--- src/rtl/trap_entry_pkg.sv ---
package trap_entry_pkg;
  localparam int TT_W      = 8;
  localparam int LVL_W     = 4;
  localparam int SLOT_W    = 4;   // 16 slots per window
  localparam int LOCAL_OFS = 8;   // locals start at slot 8
  localparam int TBR_LO    = 12;  // base field starts here
  localparam logic [TT_W-LVL_W-1:0] IRQ_TT_HI = 'h1;
  localparam logic [LVL_W-1:0]      LVL_NMI   = '1;

  typedef enum logic [1:0] {
    SRC_NONE  = 2'd0,
    SRC_SYNC  = 2'd1,
    SRC_IRQ   = 2'd2,
    SRC_FAULT = 2'd3
  } trap_src_e;
endpackage

--- src/rtl/trap_accept.sv ---
module trap_accept
  import trap_entry_pkg::*;
(
  input  logic             clk_i,
  input  logic             rst_ni,
  input  logic             trap_valid_i,
  input  logic [TT_W-1:0]  trap_type_i,
  input  logic             irq_req_i,
  input  logic [LVL_W-1:0] irq_level_i,
  input  logic [LVL_W-1:0] pil_i,
  input  logic             et_i,
  input  logic             err_i,
  output trap_src_e        src_o,
  output logic [TT_W-1:0]  tt_o,
  output logic [TT_W-1:0]  pend_idx_o
);
  logic [TT_W-1:0]  pend_q;
  logic [LVL_W-1:0] pend_lvl;
  logic             pend_vld, irq_ok;

  assign pend_lvl = pend_q[LVL_W-1:0];
  assign pend_vld = (pend_q[TT_W-1:LVL_W] == IRQ_TT_HI) && (pend_lvl != '0);
  assign irq_ok   = pend_vld && et_i && ((pend_lvl == LVL_NMI) || (pend_lvl > pil_i));

  always_comb begin
    src_o = SRC_NONE;
    if (!err_i) begin
      if (trap_valid_i) src_o = et_i ? SRC_SYNC : SRC_FAULT;
      else if (irq_ok)  src_o = SRC_IRQ;
    end
  end

  assign tt_o = trap_valid_i ? trap_type_i : pend_q;

  always_ff @(posedge clk_i or negedge rst_ni) begin
    if (!rst_ni) begin
      pend_q <= '0;
    end else if (irq_req_i && (irq_level_i != '0)) begin
      pend_q <= {IRQ_TT_HI, irq_level_i};
    end else if (src_o == SRC_IRQ) begin
      pend_q <= '0;
    end
  end

  assign pend_idx_o = pend_q;
endmodule

--- src/rtl/trap_commit.sv ---
module trap_commit
  import trap_entry_pkg::*;
#(
  parameter int NWIN  = 8,
  parameter int XLEN  = 32,
  parameter int CWP_W = 3
) (
  input  logic [TT_W-1:0]  tt_i,
  input  logic [CWP_W-1:0] cwp_i,
  input  logic [XLEN-1:0]  tbr_i,
  output logic [CWP_W-1:0] cwp_o,
  output logic [XLEN-1:0]  tbr_o,
  output logic [XLEN-1:0]  pc_o,
  output logic [XLEN-1:0]  npc_o
);
  localparam bit POW2 = (NWIN & (NWIN - 1)) == 0;
  localparam logic [CWP_W-1:0] LAST_WIN = CWP_W'(NWIN - 1);

  generate
    if (POW2) begin : g_pow2
      assign cwp_o = cwp_i - CWP_W'(1);
    end else begin : g_wrap
      assign cwp_o = (cwp_i == '0) ? LAST_WIN : cwp_i - CWP_W'(1);
    end
  endgenerate

  assign tbr_o = {tbr_i[XLEN-1:TBR_LO], tt_i, 4'b0000};
  assign pc_o  = tbr_o;
  assign npc_o = tbr_o + XLEN'(4);
endmodule

--- src/rtl/trap_save_port.sv ---
module trap_save_port
  import trap_entry_pkg::*;
#(
  parameter int XLEN  = 32,
  parameter int CWP_W = 3,
  parameter int AW    = CWP_W + SLOT_W
) (
  input  logic [CWP_W-1:0]         cwp_i,
  input  logic [XLEN-1:0]          pc_i,
  input  logic [XLEN-1:0]          npc_i,
  output logic [1:0][AW-1:0]       addr_o,
  output logic [1:0][XLEN-1:0]     data_o
);
  logic [1:0][XLEN-1:0] src;
  assign src[0] = pc_i;
  assign src[1] = npc_i;

  for (genvar k = 0; k < 2; k++) begin : g_port
    assign addr_o[k] = {cwp_i, SLOT_W'(LOCAL_OFS + 1 + k)};
    assign data_o[k] = src[k];
  end
endmodule

--- src/rtl/trap_entry_unit.sv ---
module trap_entry_unit
  import trap_entry_pkg::*;
#(
  parameter  int NWIN  = 8,
  parameter  int XLEN  = 32,
  localparam int CWP_W = (NWIN > 1) ? $clog2(NWIN) : 1,
  localparam int AW    = CWP_W + SLOT_W
) (
  input  logic             clk_i,
  input  logic             rst_ni,
  input  logic             trap_valid_i,
  input  logic [TT_W-1:0]  trap_type_i,
  input  logic             irq_req_i,
  input  logic [LVL_W-1:0] irq_level_i,
  input  logic [LVL_W-1:0] pil_i,
  input  logic             cur_et_i,
  input  logic             cur_s_i,
  input  logic [CWP_W-1:0] cur_cwp_i,
  input  logic [XLEN-1:0]  cur_tbr_i,
  input  logic [XLEN-1:0]  cur_pc_i,
  input  logic [XLEN-1:0]  cur_npc_i,
  output logic             take_o,
  output logic             irq_ack_o,
  output logic             err_o,
  output logic [TT_W-1:0]  exc_idx_o,
  output logic [TT_W-1:0]  pend_idx_o,
  output logic             nxt_et_o,
  output logic             nxt_s_o,
  output logic             nxt_ps_o,
  output logic [CWP_W-1:0] nxt_cwp_o,
  output logic [XLEN-1:0]  nxt_tbr_o,
  output logic [XLEN-1:0]  nxt_pc_o,
  output logic [XLEN-1:0]  nxt_npc_o,
  output logic [1:0]       rf_we_o,
  output logic [AW-1:0]    rf_addr0_o,
  output logic [XLEN-1:0]  rf_data0_o,
  output logic [AW-1:0]    rf_addr1_o,
  output logic [XLEN-1:0]  rf_data1_o
);
  trap_src_e            src;
  logic [TT_W-1:0]      tt;
  logic [CWP_W-1:0]     cwp_n;
  logic [XLEN-1:0]      tbr_n, pc_n, npc_n;
  logic [1:0][AW-1:0]   sv_addr;
  logic [1:0][XLEN-1:0] sv_data;
  logic                 enter;

  trap_accept i_accept (
    .clk_i        (clk_i),
    .rst_ni       (rst_ni),
    .trap_valid_i (trap_valid_i),
    .trap_type_i  (trap_type_i),
    .irq_req_i    (irq_req_i),
    .irq_level_i  (irq_level_i),
    .pil_i        (pil_i),
    .et_i         (cur_et_i),
    .err_i        (err_o),
    .src_o        (src),
    .tt_o         (tt),
    .pend_idx_o   (pend_idx_o)
  );

  trap_commit #(.NWIN(NWIN), .XLEN(XLEN), .CWP_W(CWP_W)) i_commit (
    .tt_i  (tt),
    .cwp_i (cur_cwp_i),
    .tbr_i (cur_tbr_i),
    .cwp_o (cwp_n),
    .tbr_o (tbr_n),
    .pc_o  (pc_n),
    .npc_o (npc_n)
  );

  trap_save_port #(.XLEN(XLEN), .CWP_W(CWP_W), .AW(AW)) i_save (
    .cwp_i  (cwp_n),
    .pc_i   (cur_pc_i),
    .npc_i  (cur_npc_i),
    .addr_o (sv_addr),
    .data_o (sv_data)
  );

  assign enter = (src == SRC_SYNC) || (src == SRC_IRQ);

  always_ff @(posedge clk_i or negedge rst_ni) begin
    if (!rst_ni) begin
      take_o     <= 1'b0;
      irq_ack_o  <= 1'b0;
      err_o      <= 1'b0;
      rf_we_o    <= '0;
    end else begin
      take_o     <= enter;
      irq_ack_o  <= (src == SRC_IRQ);
      err_o      <= err_o | (src == SRC_FAULT);
      rf_we_o    <= {2{enter}};
    end
  end

  always_ff @(posedge clk_i or negedge rst_ni) begin
    if (!rst_ni) begin
      exc_idx_o  <= '0;
      nxt_et_o   <= 1'b1;
      nxt_s_o    <= 1'b1;
      nxt_ps_o   <= 1'b1;
      nxt_cwp_o  <= '0;
      nxt_tbr_o  <= '0;
      nxt_pc_o   <= '0;
      nxt_npc_o  <= XLEN'(4);
      rf_addr0_o <= '0;
      rf_data0_o <= '0;
      rf_addr1_o <= '0;
      rf_data1_o <= '0;
    end else if (enter) begin
      exc_idx_o  <= tt;
      nxt_et_o   <= 1'b0;
      nxt_s_o    <= 1'b1;
      nxt_ps_o   <= cur_s_i;
      nxt_cwp_o  <= cwp_n;
      nxt_tbr_o  <= tbr_n;
      nxt_pc_o   <= pc_n;
      nxt_npc_o  <= npc_n;
      rf_addr0_o <= sv_addr[0];
      rf_data0_o <= sv_data[0];
      rf_addr1_o <= sv_addr[1];
      rf_data1_o <= sv_data[1];
    end
  end
endmodule

--- config.mk ---
export PLATFORM = sky130hd
export DESIGN_NAME = trap_entry_unit
export DESIGN_NICKNAME = d
export VERILOG_FILES = /design/src/rtl/trap_entry_pkg.sv /design/src/rtl/trap_accept.sv /design/src/rtl/trap_commit.sv /design/src/rtl/trap_save_port.sv /design/src/rtl/trap_entry_unit.sv
export SDC_FILE = /design/constraint.sdc
export NUM_CORES = 1
export LEC_CHECK = 0
export ABC_AREA = 0
export ABC_CLOCK_PERIOD_IN_PS = 2550
export BUFFER_PORTS_ARGS = -buffer_cell sky130_fd_sc_hd__buf_2
export CAP_MARGIN = 20
export CORE_AREA = 2 2 123 125
export DETAILED_ROUTE_END_ITERATION = 6
export DIE_AREA = 0 0 125 127
export PLACE_DENSITY_LB_ADDON = 0.12
export SLEW_MARGIN = 20
export SYNTH_ARGS = -nofsm -noshare
export SYNTH_HDL_FRONTEND = slang
export SYNTH_SLANG_ARGS = --single-unit
--- constraint.sdc ---
create_clock -name clk_i -period 2.55 [get_ports clk_i]
set_clock_uncertainty 0.05 [all_clocks]
set_input_delay 0.3825 -clock clk_i [delete_from_list [all_inputs] [get_ports clk_i]]
set_output_delay 0.3825 -clock clk_i [all_outputs]
set_load 0.02 [all_outputs]
; Word level (Yosys, flattened, before mapping)
; Index checks and enable logic that the tools add are counted.
[word_totals]
register_bits = 154
inputBits = 121
output_inout_bits = 201
elab_cells = 39
[classes]
addsub = 2
n_lt_le_gt_ge = 1
eq_ne = 5
n_mux = 7
bitwise = 1
n_reduce_logical = 9
[ops]
columns = cell, count
row1 = "32-bit by 3-bit adder with 32-bit output, second input constant", 1
row2 = 8-bit two-way mux, 3
row3 = 2-bit two-way mux, 4
row4 = 4-bit nonzero test, 2
row5 = "2-bit == test, second input constant", 2
row6 = "4-bit by 1-bit == test with 1-bit output, second input constant", 1
row7 = "4-bit == test, second input constant", 1
row8 = 4-bit > comparator, 1
row9 = 1-bit logical AND, 4
row10 = "3-bit by 1-bit subtractor with 3-bit output, second input constant", 1
row11 = "2-bit by 1-bit == test with 1-bit output, second input constant", 1
row12 = 1-bit logical OR, 2
row13 = 2-bit nonzero test, 1
row14 = 1-bit OR, 1

; Longest topological paths before layout
; Gate-level depths: netlist of the first run.
[logic_depth]
depth_word = 10
mapped_depth = 12
mapped_depth_nobuf = 10

; Cells and area by module
; Synthesis of the first run repeated with hierarchy kept, for this count alone.
[unflattened]
hier_cells = 646
hier_area_um2 = 9310.2
[by_module_without_submodules]
columns = module, instances, cells_each, area_each_um2, seq_area_each_um2
row1 = trap_entry_unit, 1, 407, 7502.2, 4758.3
row2 = trap_commit, 1, 103, 760.7, 0.0
row3 = trap_save_port, 1, 80, 593.1, 0.0
row4 = trap_accept, 1, 56, 454.2, 125.1

; Worst setup path before layout of the first run
; No wires, ideal clock.
[synth_timing]
kind = reg-to-reg
start = register i_accept.pend_q[1] (netlist: i_accept.pend_idx_o[1])
end = register rf_data1_o[12]
setup_time_ns = 0.125
arrival_time_ns = 2.334
required_time_ns = 2.375
slack_ns = 0.042
path_stages_with_launch = 11
path_buffers = 3
period_less_slack_ns = 2.508
cell_sequence = dfrtp_1 > ha_1 > nor2b_1 > o2111ai_1 > and3_1 > o22ai_1 > ha_1 > buf_2 > buf_6 > buf_6 > mux2_2
[synth_via]
elab_chain_len = 9
word_cells_on_any_way = 13
classes_between = order compare: 1 / eq/ne: 3 / mux: 3 / reduce/logical: 6
[synth_rtl]
columns = item, line
row1 = from (decl), trap_accept.sv:17  ; logic [TT_W-1:0] pend_q;
row2 = from (signal assigned), trap_accept.sv:39  ; pend_q <= {IRQ_TT_HI, irq_level_i};
row3 = "parallel branches: the longest is 3 deep, another holds 4-bit > comparator", -
row4 = 1-bit logical AND *, trap_accept.sv:23  ; assign irq_ok = pend_vld && et_i && ((pend_lvl == LVL_NMI) || (pend_lvl > pil_i));
row5 = 2-bit two-way mux *, trap_accept.sv:29  ; else if (irq_ok) src_o = SRC_IRQ;
row6 = 2-bit two-way mux *, trap_accept.sv:28  ; if (trap_valid_i) src_o = et_i ? SRC_SYNC : SRC_FAULT;
row7 = 2-bit two-way mux *, trap_accept.sv:27  ; if (!err_i) begin
row8 = 2-bit by 1-bit == test with 1-bit output / 2-bit == test (equally long branches), trap_entry_unit.sv:81  ; assign enter = (src == SRC_SYNC) || (src == SRC_IRQ);
row9 = 1-bit logical OR *, trap_entry_unit.sv:81
row10 = to (signal assigned), trap_entry_unit.sv:123  ; rf_data1_o <= sv_data[1];
row11 = to (decl), trap_entry_unit.sv:38  ; output logic [XLEN-1:0] rf_data1_o
; Mark *: on every way between the ends.
; A chain may end at the register's enable or synchronous reset.

; Worst setup path after layout of the first run
[layout_timing]
start = register i_accept.pend_q[1] (netlist: i_accept.pend_idx_o[1])
end = register nxt_pc_o[19]
[layout_via]
elab_chain_len = 9
word_cells_on_any_way = 13
classes_between = order compare: 1 / eq/ne: 3 / mux: 3 / reduce/logical: 6
[layout_rtl]
columns = item, line
row1 = "parallel branches: the longest is 3 deep, another holds 4-bit > comparator", -
row2 = 1-bit logical AND *, trap_accept.sv:23
row3 = 2-bit two-way mux *, trap_accept.sv:29
row4 = 2-bit two-way mux *, trap_accept.sv:28
row5 = 2-bit two-way mux *, trap_accept.sv:27
row6 = 2-bit by 1-bit == test with 1-bit output / 2-bit == test (equally long branches), trap_entry_unit.sv:81
row7 = 1-bit logical OR *, trap_entry_unit.sv:81
row8 = to (signal assigned), trap_entry_unit.sv:118  ; nxt_pc_o <= pc_n;
row9 = to (decl), trap_entry_unit.sv:32  ; output logic [XLEN-1:0] nxt_pc_o,
; Marked as above.

==> results of run 1 <==
-- power by group through the flow --
stage / clock (mW) / sequential, mW / combinational [mW]
floorplan: 0 / 4.01 / 2.80
global placement: 0 / 2.96 / 4.85
detailed placement: 0 / 3.01 / 4.86
CTS: 1.42 / 2.99 / 4.87
global route: 1.51 / 3.12 / 5.08
finish: 1.37 / 2.98 / 4.79
-- registers in the layout (all words and copies together) (netlist names) --
| register | flops |
|---|---|
| err_o | 1 |
| exc_idx_o | 7 |
| i_accept.pend_idx_o | 5 |
| irq_ack_o | 1 |
| nxt_cwp_o | 3 |
| nxt_et_o | 1 |
| nxt_pc_o | 21 |
| nxt_ps_o | 1 |
| rf_addr1_o | 1 |
| rf_data0_o | 32 |
| rf_data1_o | 32 |
| rf_we_o | 1 |
-- worst paths after layout --
path | startpoint | endpoint | slack, ns | depth (start not counted)
setup / recovery | i_accept.pend_idx_o[1] | nxt_pc_o[19] | 0.11 | 8
hold / removal | rst_ni | rf_data0_o[12] | 0.01 | 1
setup reg to reg | i_accept.pend_idx_o[1] | nxt_pc_o[19] | 0.11 | 8
hold reg to reg | rf_data0_o[27] | rf_data0_o[27] | 0.45 | 1
max in group asynchronous | rst_ni | rf_data1_o[7] | 1.69 | 2
min in group clk_i | trap_type_i[5] | exc_idx_o[5] | 0.20 | 2
-- metrics by stage --
stage	setup TNS (ns)	cells	total power, mW
after floorplan	0	386	6.809
after global placement	0	762	7.810
after detailed placement	-0.2330	762	7.874
after CTS	0	778	9.281
after global routing	-0.0001474	778	9.702
final	0	778	9.136
-- routing by layer --
layer | vias up | track usage, %
li1 | 1562 | -
met1 | 1587 | 14.96
met2 | 197 | 22.92
met3 | 21 | 4.816
met4 | 0 | 7.647
met5 | - | 0
-- cells by family after synthesis --
kind of cell / share of synthesized area (%)
compound gates: 3.171
simple gates: 2.269
fa+ha+maj: 1.805
xor+xnor: 0.1805
buf+inv: 16.96
flops: 54.70
other cells: 0.1547
mux: 20.75
-- critical path, cell delays in order, from the launching register on --
cell and delay, ns:
dfrtp_1 0.38, ha_1 0.30, nor2b_1 0.14, o2111ai_1 0.16, and3_1 0.18, o22ai_1 0.12, ha_4 0.37, buf_12 0.22
mux2_2 0.36
-- cells in the final DEF, fill, tap and decap left out, types with 5 or more instances in the layout --
master,Yosys,routed
buf_4,95,8
mux2i_1,5,5
buf_2,10,288
a22o_1,5,5
dfrtp_1,104,104
nand2_1,13,13
inv_1,9,9
mux2_2,85,85
o21ai_0,9,9
conb_1,2,20
ha_1,7,6
clkbuf_16,0,9
-- final cells by class --
| class | instances | area share [%] |
|---|---|---|
| Sequential cell | 106 | 42.53 |
| Timing Repair Buffer | 300 | 25.33 |
| Tap cell | 184 | 3.687 |
| Multi-Input combinational cell | 163 | 23.31 |
| Inverter | 9 | 0.5411 |
| Clock inverter | 4 | 0.8216 |
| Clock buffer | 12 | 3.788 |
==> impl_results.md, run 1 <==
- Residual DRC count: 0
- Hold WS: 0.01165 ns
- Clock Sinks: 106
- Register area: 0.002655 mm^2
- Met1 WL: 4.186 mm
- Outcome: complete, no violations
- Max_cap viols: 0
- Starting Density: 33.65%
- Psw: 3.968 mW
- Gr usage total: 13.57%
- Post-synth EDFFs: 0
- Remaining antenna violation count: 0
- Distinct cells, synth: 31
- Pre-CTS setup slack: -0.02708 ns
- Final hold violation count: 0
- 1st-iter DRT viols: 54
- Clock network power share: 15.0%
- Core ar.: 0.01442 mm^2
- Power Density: 1463 mW/mm^2
- Drt via density: 4.328
- CTS buffer count: 9
- Max Clock Freq: 0.4100 GHz
- Crit end category: flip-flop
- Critical path class: flip-flop to flip-flop
- Vias in the first global route: 3398
- Final Wtd Congestion: 0.8431
- Worst hold-check path type: primary input to asynchronous set/reset pin
- Nets: 717
- Count of pins over their slew limit: 0
- 1st-pass router iterations: 4
- Routed wire length: 11.11 mm
- Slew of the pin with the lowest slew margin: 0.6596 ns
- Site Rows: 44
- Syn Area/Cell: 13.19 um^2
- Hold Buf Count CTS: 0
- Area leader, netlist: dfrtp_1
- Clock Path Buffers: 2
- CTS tree: yes
- First-pass GRT wire length: 17.11 mm
- Die height: 127 um
- Clock latency on the worst-skew pair: 0.34 ns
- Multi-input gate area: 0.001455 mm^2
- Worst path required time: 2.72 ns
- Layout cells sized above 1: 67.85%
- FFs w/ async S/R, synth: 100.0%
- Slew HR: 56.03%
- Post-synthesis sequential area ratio: 54.70%
- Total vias in the final route: 3367
- Htree depth: 3
- Max VDD drop: 0.5705 mV
- Clock Root Buffer: clkbuf_16
- Leak: 3.268 nW
- Cell Area, Synth: 0.004853 mm^2
- Pin count of the biggest net entering global routing: 51
- Setup ws final: 0.1108 ns
- Top cells by area, synth: dfrtp_1 (54%), mux2_2 (20%), buf_4 (15%), ha_1 (1.8%), dfstp_2 (1.1%)
- Diodes inserted: 0
- PortBufs: 289
- Final Critical Period: 2.439 ns
- Die area: 0.01588 mm^2
- Commonest cells post-synth: dfrtp_1 (104), buf_4 (95), mux2_2 (85), nand2_1 (13), buf_2 (10)
- Post-synthesis register bit count: 106
- Met2 wire length: 5.436 mm
- Initial antenna violation count: 0
- Met3 routed WL: 1.138 mm
- CTS clk-pin slew, worst paths: 0.07 ns
- Fin crit share: 95.66%
- Placed Area: 0.005956 mm^2
- Congestion Overflow GR: 0
- Die X: 125 um
- Switching part of the total: 43.43%
- Post-Syn Instances: 368
- Area Overhead vs Synth: 28.64%
- Most common cell in the synthesized netlist: dfrtp_1
- Final core occ: 43.29%
- Post-CTS sizing: 0
- Top layer in use: met4
- Critical Path Fanout Max: 38
- Pint: 5.168 mW
- Routed wire per std cell: 14.28 um
- I/O pin total: 322
- Design area: 0.006243 mm^2
- Fill count: 1395
- Ys Warns: 0
- Post-synth top flop: dfrtp_1
- Startpoint Class: flip-flop
- Combinational share of power: 52.4%
- Final setup fails: 0
- Setup bufs post-CTS: 0
- DP Wirelength: 8.546 mm
- Sequential Power Share: 32.6%
- Yosys top cell area share: 53.62%
- RSZ-0062 raised after global routing: yes
- Critical Path AT: 2.61 ns
(Power assumes the default switching activity.)
==> run 2, diff against run 1 <==
--- a/config.mk
+++ b/config.mk
@@ -9,11 +9,12 @@
 export ABC_CLOCK_PERIOD_IN_PS = 2550
 export BUFFER_PORTS_ARGS = -buffer_cell sky130_fd_sc_hd__buf_2
 export CAP_MARGIN = 20
-export CORE_AREA = 2 2 123 125
+export CORE_ASPECT_RATIO = 1.2
+export CORE_UTILIZATION = 45
 export DETAILED_ROUTE_END_ITERATION = 6
-export DIE_AREA = 0 0 125 127
 export PLACE_DENSITY_LB_ADDON = 0.12
 export SLEW_MARGIN = 20
 export SYNTH_ARGS = -nofsm -noshare
 export SYNTH_HDL_FRONTEND = slang
+export SYNTH_HIERARCHICAL = 1
 export SYNTH_SLANG_ARGS = --single-unit
==> run 2 against run 1 <==
Via count increased by 49%. Sequential power up 83%. Fmax decreased by 2.9%. Flip-flop and latch count rose by 89.
==> impl_results.md, run 2 <==
- Outcome: complete, no violations (unchanged)
- Clock Sinks: 195 (was 106)
- Clock latency on the worst-skew pair: 0.42 ns (was 0.34 ns)
- First-pass GRT wire length: 28.78 mm (was 17.11 mm)
- Worst hold-check path type: primary input to flip-flop (was primary input to asynchronous set/reset pin)
- Total vias in the final route: 5008 (was 3367)
- Max Clock Freq: 0.3983 GHz (was 0.4100 GHz)
- PortBufs: 305 (was 289)
- CP Capture Point: rf_data0_o[14] (was nxt_pc_o[19])
- 1st-pass router iterations: 4 (unchanged)
- Cell Area, Synth: 0.009310 mm^2 (was 0.004853 mm^2)
- R2R Path End: rf_data0_o[14] (was nxt_pc_o[19])
- Final Wtd Congestion: 0.7649 (was 0.8431)
- Max incr delay on CP: 0.50 ns (was 0.38 ns)
- Die area: 0.02127 mm^2 (was 0.01588 mm^2)
- Yosys top cell area share: 51.61% (was 53.62%)
- Critical Path Fanout Max: 23 (was 38)
- Critical Path AT: 2.77 ns (was 2.61 ns)
- Reg2reg setup slack: 0.04 ns (was 0.11 ns)
- Startpoint Class: flip-flop (unchanged)
- Die height: 159.6 um (was 127 um)
- FFs w/ async S/R, synth: 100.0% (unchanged)
- Critical path class: flip-flop to flip-flop (unchanged)
- Leading cell type in the layout, fill and taps excluded: buf_2 (unchanged)
- Area Overhead vs Synth: 16.13% (was 28.64%)
- Most common cell in the synthesized netlist: dfrtp_1 (unchanged)
- Critical path origin: i_accept/pend_idx_o[1] (was i_accept.pend_idx_o[1])
- Levels on crit path: 8 (unchanged)
- Starting Density: 45.97% (was 33.65%)
- Slowest-stage cell, CP: or4_1 (was dfrtp_1)
- Max_cap viols: 0 (unchanged)
- Pre-CTS setup slack: -0.1151 ns (was -0.02708 ns)
- Residual DRC count: 0 (unchanged)
- Fill count: 1774 (was 1395)
- Ys Warns: 6 (was 0)
- Max VDD drop: 0.6018 mV (was 0.5705 mV)
- Worst R2R Path Depth: 8 (unchanged)
- Post-synthesis register bit count: 195 (was 106)
- Layout cells sized above 1: 68.47% (was 67.85%)
- Pwr Total: 15.75 mW (was 9.136 mW)
- Syn Area/Cell: 14.41 um^2 (was 13.19 um^2)
- Final Critical Period: 2.511 ns (was 2.439 ns)
- Post-synth EDFFs: 0 (unchanged)
- Die X: 133.3 um (was 125 um)
- CTS tree: yes (unchanged)
- Post-synth top flop: dfrtp_1 (unchanged)
- Worst path required time: 2.81 ns (was 2.72 ns)
- CTS clk-pin slew, worst paths: 0.07 ns (about the same)
- CTS buffer count: 17 (was 9)
- Vias in the first global route: 5425 (was 3398)
- Congestion Overflow GR: 0 (unchanged)
- DP Wirelength: 13.15 mm (was 8.546 mm)
- Leak: 5.644 nW (was 3.268 nW)
- Post-synthesis sequential area ratio: 52.45% (was 54.70%)
- Power Density: 1456 mW/mm^2 (was 1463 mW/mm^2)
- Clock Path Buffers: 2 (unchanged)
- Count of pins over their slew limit: 0 (unchanged)
- Worst path cell trace: or4_1, nand4_1, a211oi_2, a21o_1, ha_4, buf_12, buf_16, mux2_2 (was ha_1, nor2b_1, o2111ai_1, and3_1, o22ai_1, ha_4, buf_12, mux2_2)
- Routed wire per std cell: 16.20 um (was 14.28 um)
- Commonest cells post-synth: dfrtp_1 (192), buf_4 (180), mux2_4 (101), mux2_2 (88), buf_6 (15) (was dfrtp_1 (104), buf_4 (95), mux2_2 (85), nand2_1 (13), buf_2 (10))
- Area leader, netlist: dfrtp_1 (unchanged)
- RSZ-0062 raised after global routing: yes (unchanged)
- Hold WS: 0.1288 ns (was 0.01165 ns)
- Pin count of the biggest net entering global routing: 73 (was 51)
- 1st-iter DRT viols: 131 (was 54)
- Drt via density: 4.569 (was 4.328)
- Post-Syn Instances: 646 (was 368)
- Worst r2r src: i_accept/pend_idx_o[1] (was i_accept.pend_idx_o[1])
- Fin crit share: 98.46% (was 95.66%)
- Site Rows: 57 (was 44)
- Crit end category: flip-flop (unchanged)
- Top cells by area, synth: dfrtp_1 (52%), mux2_4 (16%), buf_4 (15%), mux2_2 (11%), buf_6 (1.8%) (was dfrtp_1 (54%), mux2_2 (20%), buf_4 (15%), ha_1 (1.8%), dfstp_2 (1.1%))
- Diodes inserted: 0 (unchanged)
- Slew HR: 58.60% (was 56.03%)
- Worst Path Buf+Inv: 2 (was 1)
- Clock Root Buffer: clkbuf_16 (unchanged)
- I/O pin total: 322 (unchanged)
- Remaining antenna violation count: 0 (unchanged)
- Most frequent cells in the layout: buf_2 (304), dfrtp_1 (190), mux2_4 (113), mux2_2 (76), conb_1 (24) (was buf_2 (288), dfrtp_1 (104), mux2_2 (85), conb_1 (20), nand2_1 (13))
- Slew of the pin with the lowest slew margin: 0.6211 ns (was 0.6596 ns)
- Htree depth: 4 (was 3)
- Gr usage total: 17.29% (was 13.57%)
- Final hold violation count: 0 (unchanged)
- Final core occ: 53.38% (was 43.29%)
- Nets: 946 (was 717)
- Largest delay share family, worst path: simple AND/OR/NAND/NOR gates (was adder cells)
- Initial antenna violation count: 0 (unchanged)
- Distinct cells, synth: 27 (was 31)
- Setup ws final: 0.03920 ns (was 0.1108 ns)
- Core ar.: 0.02025 mm^2 (was 0.01442 mm^2)
- Routed wire length: 17.75 mm (was 11.11 mm)
- Final setup fails: 0 (unchanged)
[run 2: cell types whose count changed after synthesis, sizes merged, moves of 2 or more]
cell,change
a211oi,+2
a22o,-5
and2,+3
buf,+94
conb,+4
dfrtp,+88
inv,+2
mux2,+104
mux2i,-5
nand2,-3
nand2b,-2
o21ai,-2
[run 2: through the flow]
step | instances | setup TNS (ns) | cell area, um^2
finish | 1096 | 0 | 10810
global placement | 1058 | -5.358 | 10060
floorplan | 664 | 0 | 9380
global route | 1096 | -1.016 | 10810
detailed placement | 1058 | -8.852 | 10060
CTS | 1091 | 0 | 10650
[run 2: area by class of cell]
class | count | area [um^2] | share of cell area, %
multi-input combinational | 256 | 2987 | 27.62
tap | 265 | 331.6 | 3.067
sequential | 195 | 4886 | 45.19
clock buffer | 18 | 429.2 | 3.969
inverter | 11 | 41.29 | 0.3819
clock inverter | 14 | 123.9 | 1.146
timing repair buffer | 337 | 2013 | 18.62
[run 2: cells by family after synthesis]
family	Yosys count	synth area share, %
multiplexers	189	26.93
AO/OA/AOI/OAI	12	0.9274
XOR/XNOR	1	0.09409
other	6	0.2419
adder cells (fa/ha/maj)	7	0.9407
buffers and inverters	213	17.13
AND/OR/NAND/NOR	23	1.277
flip-flops	195	52.45
[run 2: repair_timing]
action | 4_1_cts | 5_1_grt
endpoints found under the setup margin | 35 | 118
hold buffers | 1 | 0
cloned | 0 | 2
buffers inserted | 0 | 3
hold endpoints to repair | 67 | 0
pin swaps | 1 | 0
resized for setup | 3 | 19
[run 2: worst min path at each step]
stage                      start             to  slack [ns]  cells past startpoint
CTS                  cur_pc_i[1]  rf_data0_o[1]        0.11                      2
detailed placement        rst_ni  nxt_npc_o[11]        0.40                      1
floorplan                 rst_ni          err_o        0.04                      0
global placement          rst_ni  nxt_tbr_o[12]        0.38                      1
global route        cur_npc_i[5]  rf_data1_o[5]        0.10                      2
finish              cur_npc_i[3]  rf_data1_o[3]        0.13                      2
[run 2: layer usage]
layer / global-route usage (%) / up-vias / share of wire [%] / wire length [um]
met5: 0 / - / 0 / 0
met4: 5.733 / 0 / 1.2 / 206
met3: 5.635 / 14 / 7.3 / 1292
met2: 29.36 / 188 / 51 / 9129
met1: 20.53 / 2503 / 40 / 7123
li1: - / 2303 / - / -
[run 2: where the power goes]
group,switching [mW],internal (mW)
Combinational,3.96,3.82
Clock,1.23,1.28
Sequential,0.802,4.66
[run 2: worst reg2reg max path: stages (launching register included)]
cell,delay [ns]
dfrtp_2,0.44
or4_1,0.50
nand4_1,0.11
a211oi_2,0.05
a21o_1,0.21
ha_4,0.31
buf_12,0.17
buf_16,0.20
mux2_2,0.35
==> run 3, diff against run 2 <==
--- a/config.mk
+++ b/config.mk
@@ -9,7 +9,7 @@
 export ABC_CLOCK_PERIOD_IN_PS = 2550
 export BUFFER_PORTS_ARGS = -buffer_cell sky130_fd_sc_hd__buf_2
 export CAP_MARGIN = 20
-export CORE_ASPECT_RATIO = 1.2
+export CORE_ASPECT_RATIO = 0.75
 export CORE_UTILIZATION = 45
 export DETAILED_ROUTE_END_ITERATION = 6
 export PLACE_DENSITY_LB_ADDON = 0.12
==> run 3 against run 2 <==
The flow now finishes with violations (negative setup slack). Die area is essentially flat. Count of clock-buffer cells in the layout rose by 1. Sequential share of layout area decreased by 1.8 points. Fmax shrank 3.4%. Cell count grew 0.82%. Worst setup slack got worse by 0.089 ns. Register-to-register slack got worse by 0.09 ns. Largest cell class unchanged. Routed wire length grew 7.2%. Power is 5.9% higher. Combinational power increased by 9.5%. Global-route usage down 0.070 points. Critical path type unchanged. Clock power is 6% higher.
==> impl_results.md, run 3 (synthesis results as in run 2) <==
- Layout cells sized above 1: 69.07% (was 68.47%)
- Slowest-stage cell, CP: or4_1 (unchanged)
- Final setup fails: 90 (was 0)
- Slew of the pin with the lowest slew margin: 0.5150 ns (was 0.6211 ns)
- Pin count of the biggest net entering global routing: 63 (was 73)
- Core ar.: 0.02027 mm^2 (was 0.02025 mm^2)
- Count of pins over their slew limit: 0 (unchanged)
- Pre-CTS setup slack: -0.09791 ns (was -0.1151 ns)
- Die height: 126.6 um (was 159.6 um)
- PortBufs: 305 (unchanged)
- Clock Path Buffers: 2 (unchanged)
- Setup TNS: -1.746 ns (was 0 ns)
- Congestion Overflow GR: 0 (unchanged)
- 1st-iter DRT viols: 195 (was 131)
- Critical Path Fanout Max: 10 (was 23)
- Placed Area: 0.01007 mm^2 (was 0.01006 mm^2)
- First-pass GRT wire length: 28.56 mm (was 28.78 mm)
- CTS buffer count: 17 (unchanged)
- Max_cap viols: 0 (unchanged)
- Slew HR: 65.31% (was 58.60%)
- Clock latency on the worst-skew pair: 0.42 ns (about the same)
- Max Clock Freq: 0.3846 GHz (was 0.3983 GHz)
- Gr usage total: 17.22% (was 17.29%)
- Most frequent cells in the layout: buf_2 (304), dfrtp_1 (190), mux2_4 (149), mux2_2 (40) (was buf_2 (304), dfrtp_1 (190), mux2_4 (113), mux2_2 (76), conb_1 (24))
- 1st-pass router iterations: 4 (unchanged)
- Critical Path AT: 2.86 ns (was 2.77 ns)
- Routed wire per std cell: 17.22 um (was 16.20 um)
- Die area: 0.02127 mm^2 (about the same)
- Worst hold-check path type: primary input to flip-flop (unchanged)
- Drt via density: 4.576 (was 4.569)
- Critical path class: flip-flop to flip-flop (unchanged)
- Startpoint Class: flip-flop (unchanged)
- Diodes inserted: 0 (unchanged)
- Final core occ: 55.57% (was 53.38%)
- Die X: 168.1 um (was 133.3 um)
- Max VDD drop: 0.6293 mV (was 0.6018 mV)
- Final hold violation count: 0 (unchanged)
- Initial antenna violation count: 0 (unchanged)
- Site Rows: 45 (was 57)
- Power Density: 1480 mW/mm^2 (was 1456 mW/mm^2)
- Vias in the first global route: 5243 (was 5425)
- Clock Sinks: 195 (unchanged)
- Setup ws final: -0.05026 ns (was 0.03920 ns)
- CTS tree: yes (unchanged)
- Routed wire length: 19.03 mm (was 17.75 mm)
- Failing checks: negative setup slack
- Remaining antenna violation count: 0 (unchanged)
- Leak: 6.003 nW (was 5.644 nW)
- Max incr delay on CP: 0.51 ns (was 0.50 ns)
- CTS clk-pin slew, worst paths: 0.07 ns (about the same)
- Worst path required time: 2.81 ns (about the same)
- Worst path cell trace: or4_1, nand4_1, a211oi_2, a21o_1, ha_4, clkbuf_16, buf_16, mux2_2 (was or4_1, nand4_1, a211oi_2, a21o_1, ha_4, buf_12, buf_16, mux2_2)
- Area Overhead vs Synth: 20.99% (was 16.13%)
- Residual DRC count: 0 (unchanged)
- Outcome: complete, but fails checks (was complete, no violations)
- Fin crit share: 102.0% (was 98.46%)
- Final Critical Period: 2.600 ns (was 2.511 ns)
- Htree depth: 4 (unchanged)
- RSZ-0062 raised after global routing: yes (unchanged)
- Nets: 962 (was 946)
- Design area: 0.01126 mm^2 (was 0.01081 mm^2)
- DP Wirelength: 13.06 mm (was 13.15 mm)
- Final Wtd Congestion: 0.7539 (was 0.7649)
- Crit end category: flip-flop (unchanged)
- Leading cell type in the layout, fill and taps excluded: buf_2 (unchanged)
- Total vias in the final route: 5056 (was 5008)
- Clock Root Buffer: clkbuf_16 (unchanged)
- Starting Density: 45.93% (was 45.97%)
- I/O pin total: 322 (unchanged)
run 3: cell type report:
| cell class | count | area, um^2 |
|---|---|---|
| timing repair buffer | 353 | 2313 |
| multi-input combinational | 256 | 3117 |
| clock inverter | 13 | 141.4 |
| sequential | 195 | 4886 |
| fill | 1678 | 9005 |
| clock buffer | 19 | 442.9 |
| inverter | 11 | 41.29 |
| tap | 258 | 322.8 |
run 3: report_power, final:
group          total, mW  leakage, nW  switching, mW  internal (mW)
clock network       2.66        0.284           1.25           1.41
logic               8.52         3.43           4.15           4.37
registers           5.49         2.29          0.834           4.66
run 3: final timing paths:
path	start	to	slack [ns]	depth (start not counted)
min reg2reg	rf_data0_o[15]	rf_data0_o[15]	0.45	1
max in group asynchronous	rst_ni	nxt_et_o	1.21	3
min in group asynchronous	rst_ni	rf_data0_o[25]	0.46	2
min	cur_npc_i[30]	rf_data1_o[30]	0.13	2
max	i_accept/pend_idx_o[1]	rf_data0_o[6]	-0.05	8
max reg2reg	i_accept/pend_idx_o[1]	rf_data0_o[6]	-0.05	8
run 3: timing repair:
item	4_1_cts	5_1_grt
setup buffers	2	2
gates resized for setup	4	82
hold endpoints to repair	58	0
hold buffers	1	0
setup endpoints to repair	54	179
pin swaps	2	3
cloned	1	9
run 3: through the flow:
step | instances | hold WS, ns | power, mW
floorplan | 664 | 0.03691 | 10.78
global placement | 1058 | 0.3491 | 12.99
detailed placement | 1058 | 0.3600 | 13.15
CTS | 1094 | 0.1119 | 15.97
global route | 1105 | 0.1082 | 17.56
finish | 1105 | 0.1328 | 16.67
run 3: worst max-delay path, delay by kind of cell (launching register included):
kind	cells	cell delay (ns)
AOI/OAI and AO/OA	2	0.26
adders and majority gates	1	0.40
buffers and inverters	2	0.35
DFF	1	0.45
muxes	1	0.33
and+or+nand+nor	2	0.63
run 3: metal layers:
metal / global-route usage [%] / routed length [um] / up-vias
met2: 27.40 / 8949 / 165
met5: 0 / 0 / -
li1: - / - / 2325
met3: 5.835 / 1335 / 15
met1: 22.27 / 8515 / 2551
met4: 5.294 / 229 / 0
